$ cat src/rtl/phase_sequencer.sv
module phase_sequencer #(
  parameter int PHASES = 4,
  parameter int CNT_W  = 4
) (
  input  logic              clk,
  input  logic              rst_n,
  input  logic              start_req,
  output logic [PHASES-1:0] phase,
  output logic              init_pass,
  output logic [CNT_W-1:0]  pass_count,
  output logic              done
);
  localparam int LAST     = PHASES - 1;
  localparam int DONE_BIT = CNT_W - 1;
  localparam logic [PHASES-1:0] FIRST = {{(PHASES-1){1'b0}}, 1'b1};
  localparam logic [CNT_W-1:0]  ONE   = {{(CNT_W-1){1'b0}}, 1'b1};

  logic              start_q;
  logic              start_rise;
  logic [CNT_W-1:0]  cnt_next;
  logic [PHASES-1:0] ring_next;

  assign start_rise = start_req & ~start_q;
  assign cnt_next   = pass_count + ONE;
  assign ring_next  = {phase[LAST-1:0], phase[LAST]};
  assign done       = pass_count[DONE_BIT];

  always_ff @(posedge clk) begin
    if (!rst_n) begin
      start_q    <= 1'b0;
      phase      <= '0;
      init_pass  <= 1'b0;
      pass_count <= '0;
    end else begin
      start_q <= start_req;
      if (start_rise) begin
        phase      <= FIRST;
        init_pass  <= 1'b1;
        pass_count <= '0;
      end else if (phase != '0 && !done) begin
        if (phase[LAST]) begin
          pass_count <= cnt_next;
          init_pass  <= 1'b0;
          phase      <= cnt_next[DONE_BIT] ? '0 : ring_next;
        end else begin
          phase <= ring_next;
        end
      end
    end
  end

  AST_ONE_STROBE: assert property (@(posedge clk) disable iff (!rst_n)
    $onehot0(phase));
  AST_START_LOAD: assert property (@(posedge clk) disable iff (!rst_n)
    start_rise |=> (phase == FIRST && init_pass && pass_count == '0));
  AST_SHIFT_UP: assert property (@(posedge clk) disable iff (!rst_n)
    (phase != '0 && !phase[LAST] && !start_rise) |=> (phase == ($past(phase) << 1)));
  AST_PASS_STEP: assert property (@(posedge clk) disable iff (!rst_n)
    (phase[LAST] && !start_rise) |=> (pass_count == $past(pass_count) + ONE));
  AST_PASS_HOLD: assert property (@(posedge clk) disable iff (!rst_n)
    (!phase[LAST] && !start_rise) |=> $stable(pass_count));
  AST_INIT_DROP: assert property (@(posedge clk) disable iff (!rst_n)
    (phase[LAST] && !start_rise) |=> !init_pass);
  AST_DONE_QUIET: assert property (@(posedge clk) disable iff (!rst_n)
    done |-> (phase == '0));
endmodule

$ cat config.mk
export PLATFORM = sky130hd
export DESIGN_NAME = phase_sequencer
export DESIGN_NICKNAME = d
export VERILOG_FILES = /design/src/rtl/phase_sequencer.sv
export SDC_FILE = /design/constraint.sdc
export NUM_CORES = 1
export LEC_CHECK = 0
export BUFFER_PORTS_ARGS = -buffer_cell sky130_fd_sc_hd__buf_2
export CAP_MARGIN = 0
export CORE_AREA = 2 2 39 41
export CTS_CLUSTER_SIZE = 12
export DETAILED_ROUTE_END_ITERATION = 7
export DIE_AREA = 0 0 41 43
export GPL_TIMING_DRIVEN = 0
export SLEW_MARGIN = 5
export SYNTH_ARGS = -nofsm -noshare
export SYNTH_HDL_FRONTEND = slang
export SYNTH_SLANG_ARGS = --single-unit
$ cat constraint.sdc
create_clock -name clk -period 1.1 [get_ports clk]
set_clock_uncertainty 0.1 [all_clocks]
set_input_delay 0.165 -clock clk [delete_from_list [all_inputs] [get_ports clk]]
set_output_delay 0.165 -clock clk [all_outputs]
set_load 0.05 [all_outputs]
# Word level (Yosys, flattened, before mapping)
# Index checks and enable logic that the tools add are counted.
classes:
  n_addsub: 1
  mul: 0
  div_mod_pow: 0
  magnitude_cmp: 0
  n_eq_ne: 0
  n_shift: 0
  mux: 7
  bitwise_logic: 3
  n_reduce_logical: 8
op_table:
  columns: ["cell", "count"]
  rows:
  - ["2-to-1 mux 4 bit", 2]
  - ["2-to-1 mux 1 bit", 5]
  - ["adder 4 x 1 -> 4 bit, second input constant", 1]
  - ["AND reduction 2 bit", 2]
  - ["nonzero test 2 bit", 2]
  - ["nonzero test 4 bit", 1]
  - ["inverter 1 bit", 2]
  - ["OR reduction 2 bit", 1]
  - ["AND 1 bit", 1]
  - ["logical AND 1 bit", 1]
  - ["logical NOT 1 bit", 1]
word_totals:
  reg_bits: 10
  latchBits: 0
  ram_bits: 0
  rom_bits: 0
  inputBits: 3
  out_inout_bits: 10
  elab_cells: 24
  n_memories: 0

# Longest topological paths before layout
# Gate-level depths: netlist of the first run.
logic_depth:
  ltp_word: 5
  ltp_mapped: 4
  mapped_depth_nobuf: 4

# Worst setup path after synthesis of the first run
# No wires, ideal clock.
synth_path:
  path_kind: "reg2reg"
  startpoint: "register pass_count[0]"
  endpoint: "register pass_count[2]"
  setup_time_ns: 0.065
  arrival_time_ns: 1.241
  required_time_ns: 0.935
  path_slack_ns: -0.307
  stages_incl_launch_ff: 5
  path_buffers: 0
  synth_period_minus_slack_ns: 1.407
  path_cell_list: "dfxtp_1 ha_1 nand3b_1 xor2_1 nor2_1"
synth_via:
  elab_chain_cells: 1
synth_rtl:
  columns: ["item", "line", "rtl"]
  rows:
  - ["start: declaration", "10", "output logic [CNT_W-1:0] pass_count,"]
  - ["start signal: assignment", "42", "pass_count <= cnt_next;"]
  - ["adder 4 x 1 -> 4 bit", "24", "assign cnt_next = pass_count + ONE;"]
# Every way passes these cells.
# A chain may end at the register's enable or synchronous reset.

# Worst setup path after layout of the first run
layout_path:
  startpoint: "register pass_count[3]"
  endpoint: "output pass_count[3]"
# No word-level cell between the ends.

==> results.json, run 1 <==
{
  "clock-sinks": 10,
  "crit_path_end_kind": "output pin",
  "fmax_ghz": 0.896,
  "fin_nets": 65,
  "grt_overflow_total": 0,
  "drc": 0,
  "share_comb_of_total_power": 0.090,
  "worst_pin_slew_ps": 159,
  "layout-drive-gt1-share": 0.467,
  "arrival_ps": 850,
  "synth.top_cell.area_share": 0.516,
  "yosysUniqueCellTypes": 19,
  "intPower_mw": 0.523,
  "finalPower_mw": 0.686,
  "syn_nets": 45,
  "layout_setup_ws_ps": -16.1,
  "gp_congestion": 0.713,
  "cts_buffer_depth": 2,
  "setup_viol": 1,
  "clk_pin_slew_worst_paths_ps": 60,
  "dieArea_mm2": 0.00176,
  "grt_max_degree": 8,
  "async_flop_share": 0,
  "power.leakage_nw": 0.241,
  "root_buffer": "clkbuf_4",
  "postLayoutCoreUtil": 0.440,
  "fin_crit_sh": 1.01,
  "die_x_um": 41,
  "start_util": 0.280,
  "final_common_cell": "buf_6",
  "seqPwrFrac": 0.535,
  "p_sw_mw": 0.163,
  "hpwl_um": 516,
  "drv_cap": 0,
  "period_needed_ps": 1120,
  "routed_via_density": 4.50,
  "drt_iter0_markers": 9,
  "peakVddDrop_v": 0.000497,
  "ctsHoldBuffers": 0,
  "ys_top_cells_by_area": "dfxtp_1 (52%), a21oi_1 (5.2%), nand3_1 (5.2%)",
  "tns_ps": -16.1,
  "switching_share": 0.237,
  "fp-row-count": 14,
  "netlist.top_cell.by_area": "dfxtp_1",
  "synth_edf_count": 0,
  "area_delta_synth_final_pct": 57.1,
  "worstSetupPathType": "reg -> out",
  "grt_pass1_wl_um": 1120,
  "max_slew_margin": 0.894,
  "instances_no_fill": 76,
  "grt_usage": 0.0986,
  "wirelength_um": 712,
  "syn_area_um2": 388,
  "synth_flop_cell": "dfxtp_1",
  "crit_path_start_kind": "flop",
  "die_h_um": 43,
  "status": "finished, violations left",
  "io_buffers": 12,
  "antenna_cells": 0,
  "htree_levels": 1,
  "ant_nets": 0,
  "avgRoutedWirePerCell_um": 9.37,
  "hold_slack_ps": 34.2,
  "hold_class": "in -> reg",
  "crit_required_ps": 830,
  "fp.coreArea_mm2": 0.00138,
  "cts_tree": "yes",
  "first_pass_iters": 4,
  "clk_latency_ps": 260,
  "violations": "negative setup slack",
  "antenna_found_initial": 0,
  "syn_inst": 41,
  "p_clk_frac": 0.375,
  "dp.cells": 69,
  "hold_violations": 0,
  "via_count": 342,
  "ys_seq_area_frac": 0.516,
  "yosysWarnings": 0,
  "reg2reg_slack_ps": 20,
  "power.density_mw_per_mm2": 1130,
  "io_pins": 13,
  "grt_pass1_vias": 287,
  "rsz0062_at_grt": "true",
  "synth_area_per_cell_um2": 9.46,
  "slew_viol_final": 0,
  "ys_seq_elements": 10,
  "crit_fanout": 3,
  "cts_buffers": 3
}
==> worst paths after layout <==
| path | depth (start not counted) | start | endpoint |
|---|---|---|---|
| max | 2 | pass_count[3] | pass_count[3] |
| min | 2 | start_req | start_q |
| max reg2reg | 4 | pass_count[3] | pass_count[1] |
| min reg2reg | 2 | phase[2] | phase[2] |
==> registers in the layout, summed over array words and instances, names as in the netlist <==
name / flops
start_q: 1
init_pass: 1
pass_count: 4
phase: 4
==> worst max-delay path: stages, from the launching register on <==
cell     delay [ps]
dfxtp_4         350
buf_6           110
buf_8           140
==> power by group through the flow <==
stage                     clock, mW  sequential, mW  combinational, mW
after floorplan                   0           0.398             0.0156
after global placement            0           0.374             0.0539
after detailed placement          0           0.374             0.0542
after CTS                     0.272           0.366             0.0591
after global routing          0.293           0.368             0.0669
final                         0.257           0.367             0.0620
==> cell type report <==
cell class / count / area, µm²
Clock buffer: 4 / 26.3
Multi-Input combinational cell: 28 / 178
Tap cell: 16 / 20.0
Fill cell: 137 / 774
Inverter: 2 / 7.51
Sequential cell: 10 / 218
Timing Repair Buffer: 15 / 149
Buffer: 1 / 11.3
==> through the flow <==
step	area, µm²	worst slack, ps
floorplan	404	7.72
global placement	484	73.4
detailed placement	484	70.9
CTS	551	-42.1
global route	609	-49.6
finish	609	-16.1
==> cells by family after synthesis <==
family                   after synthesis  synth area share
AO/OA/AOI/OAI                          7             0.103
XOR/XNOR                               2            0.0452
adder cells (fa/ha/maj)                1            0.0323
buffers and inverters                  3            0.0387
flip-flops                            10             0.516
multiplexers                           1            0.0258
AND/OR/NAND/NOR                       17             0.239
==> routing by layer <==
layer,vias up,share of wire,global-route usage
met5,-,0,0
met4,0,0.0084,0.0800
met3,2,0.066,0.0314
met2,12,0.47,0.119
met1,152,0.45,0.136
li1,176,-,-
==> synthesized netlist by cell type, drive strengths merged (2+ instances only) <==
| master | count |
|---|---|
| a21oi | 4 |
| inv | 2 |
| nor2 | 3 |
| nand3 | 4 |
| and2 | 2 |
| nand2 | 4 |
| dfxtp | 10 |
==> what timing repair did <==
item | 4_1_cts | 5_1_grt
setup endpoints to repair | 10 | 13
pin swaps | 0 | 3
gates resized for setup | 13 | 13
buffers inserted | 1 | 2
No activity file was read; power rests on OpenSTA's default activity.
==> inputs of run 2 (changes only) <==
--- a/config.mk
+++ b/config.mk
@@ -12,6 +12,7 @@
 export DETAILED_ROUTE_END_ITERATION = 7
 export DIE_AREA = 0 0 41 43
 export GPL_TIMING_DRIVEN = 0
+export SETUP_SLACK_MARGIN = 0.4
 export SLEW_MARGIN = 5
 export SYNTH_ARGS = -nofsm -noshare
 export SYNTH_HDL_FRONTEND = slang
==> run 2 against run 1 <==
  * The flow still finishes with violations (negative setup slack)
  * Worst hold slack worse by 2.5 ps
  * Combinational power is 30% higher
  * Non-clock buffer count is 3 higher
  * Register-to-register slack worse by 50 ps
  * Setup slack worse by 22 ps
==> results.json, run 2 (synthesis gave the netlist of run 1 again) <==
{
  "first_pass_iters": 2,
  "critical-path-top-delay-family": "flip-flops",
  "share_comb_of_total_power": 0.115,
  "drv_cap": 0,
  "hold_slack_ps": 31.7,
  "multiInputGateArea_um2": 199,
  "p_clk_frac": 0.371,
  "fp-row-count": 14,
  "fin_crit_sh": 1.03,
  "cpPeakStageDelay_ps": 360,
  "dieArea_mm2": 0.00176,
  "fmax_ghz": 0.878,
  "path_buf_inv": 2,
  "grt_usage": 0.136,
  "max_slew_margin": 0.872,
  "clk_latency_ps": 270,
  "crit_path_start_kind": "flop",
  "avgRoutedWirePerCell_um": 10.1,
  "setup_viol": 2,
  "grt_max_degree": 8,
  "p_sw_mw": 0.172,
  "die_x_um": 41,
  "grt_overflow_total": 0,
  "status": "finished, violations left",
  "dp.cells": 69,
  "final_cell_mix": "dfxtp_4 (9), buf_8 (9), buf_4 (7)",
  "hpwl_um": 522,
  "grt_pass1_wl_um": 1480,
  "switching_share": 0.245,
  "finalPower_mw": 0.702,
  "period_needed_ps": 1140,
  "gp_congestion": 0.691,
  "io_pins": 13,
  "routed_via_density": 4.61,
  "drt_iter0_markers": 2,
  "crit_required_ps": 830,
  "ant_nets": 0,
  "drc": 0,
  "crit_path_end_kind": "output pin",
  "crit_fanout": 4,
  "fp.coreArea_mm2": 0.00138,
  "rsz0062_at_grt": "true",
  "crit_slowest_cell": "dfxtp_4",
  "root_buffer": "clkbuf_4",
  "power.density_mw_per_mm2": 1000,
  "seqPwrFrac": 0.514,
  "clock-sinks": 10,
  "preCtsSetupSlack_ps": 89.0,
  "peakVddDrop_v": 0.000637,
  "layout-drive-gt1-share": 0.587,
  "largestRegisters": "pass_count: 4 flops, phase: 4 flops",
  "intPower_mw": 0.530,
  "slew_viol_final": 0,
  "io_buffers": 12,
  "cts_buffer_depth": 2,
  "clk_pin_slew_worst_paths_ps": 70,
  "antenna_cells": 0,
  "power.leakage_nw": 0.275,
  "cts_buffers": 3,
  "hold_violations": 0,
  "tns_ps": -72.5,
  "antenna_found_initial": 0,
  "layout_setup_ws_ps": -38.5,
  "path_cells": "buf_6 > buf_8",
  "grt_pass1_vias": 370,
  "via_count": 364,
  "worstSetupPathType": "reg -> out",
  "arrival_ps": 870,
  "hold_class": "in -> reg",
  "cts_tree": "yes",
  "instances_no_fill": 79,
  "num-fill-cells": 131,
  "die_h_um": 43,
  "htree_levels": 1,
  "regArea_um2": 234,
  "area_delta_synth_final_pct": 80.0,
  "violations": "negative setup slack",
  "start_util": 0.280,
  "wirelength_um": 796,
  "worst_pin_slew_ps": 191,
  "fin_nets": 68
}
[run 2: cell count changes in the layout (fill, tap and decap cells not counted), moves of 2 or more]
cell,before,now
dfxtp_1,4,1
dfxtp_2,2,0
buf_8,2,9
buf_6,8,1
dfxtp_4,4,9
buf_4,4,7
[run 2: worst paths after layout]
kind | slack, ps | end | from | cells past startpoint
worst max-delay path | -40 | pass_count[3] | pass_count[3] | 2
worst min-delay path | 30 | start_q | start_req | 2
worst max register to register | -30 | pass_count[1] | pass_count[3] | 4
worst min register to register | 410 | phase[3] | phase[3] | 2
[run 2: power by group through the flow]
stage                     sequential, mW  combinational, mW  clock (mW)
after global placement             0.366             0.0542           0
after global routing               0.361             0.0882       0.300
final                              0.361             0.0807       0.260
after floorplan                    0.391             0.0156           0
after detailed placement           0.367             0.0544           0
after CTS                          0.361             0.0753       0.272
[run 2: cell type report]
type                            count  share of cell area
Sequential cell                    10               0.335
Tap cell                           16              0.0287
Buffer                              1              0.0161
Multi-Input combinational cell     28               0.285
Timing Repair Buffer               18               0.283
Inverter                            2              0.0143
Clock buffer                        4              0.0376
[run 2: metrics by stage]
stage / utilization / cell area [µm²]
after global placement: 0.372 / 514
after global routing: 0.505 / 698
after floorplan: - / 434
after CTS: 0.496 / 687
after detailed placement: 0.372 / 514
final: 0.505 / 698
[run 2: what timing repair did]
action	in CTS	in global routing
pin swaps	3	0
setup endpoints to repair	19	19
buffers inserted	6	0
resized for setup	33	3
hold buffers	0	0
[run 2: routing by layer]
layer  routed length, µm  track usage  up-vias
met5                   0            0        -
met4                  25        0.100        0
met3                  58       0.0942        4
met2                 388        0.188       15
met1                 324        0.136      163
li1                    -            -      182
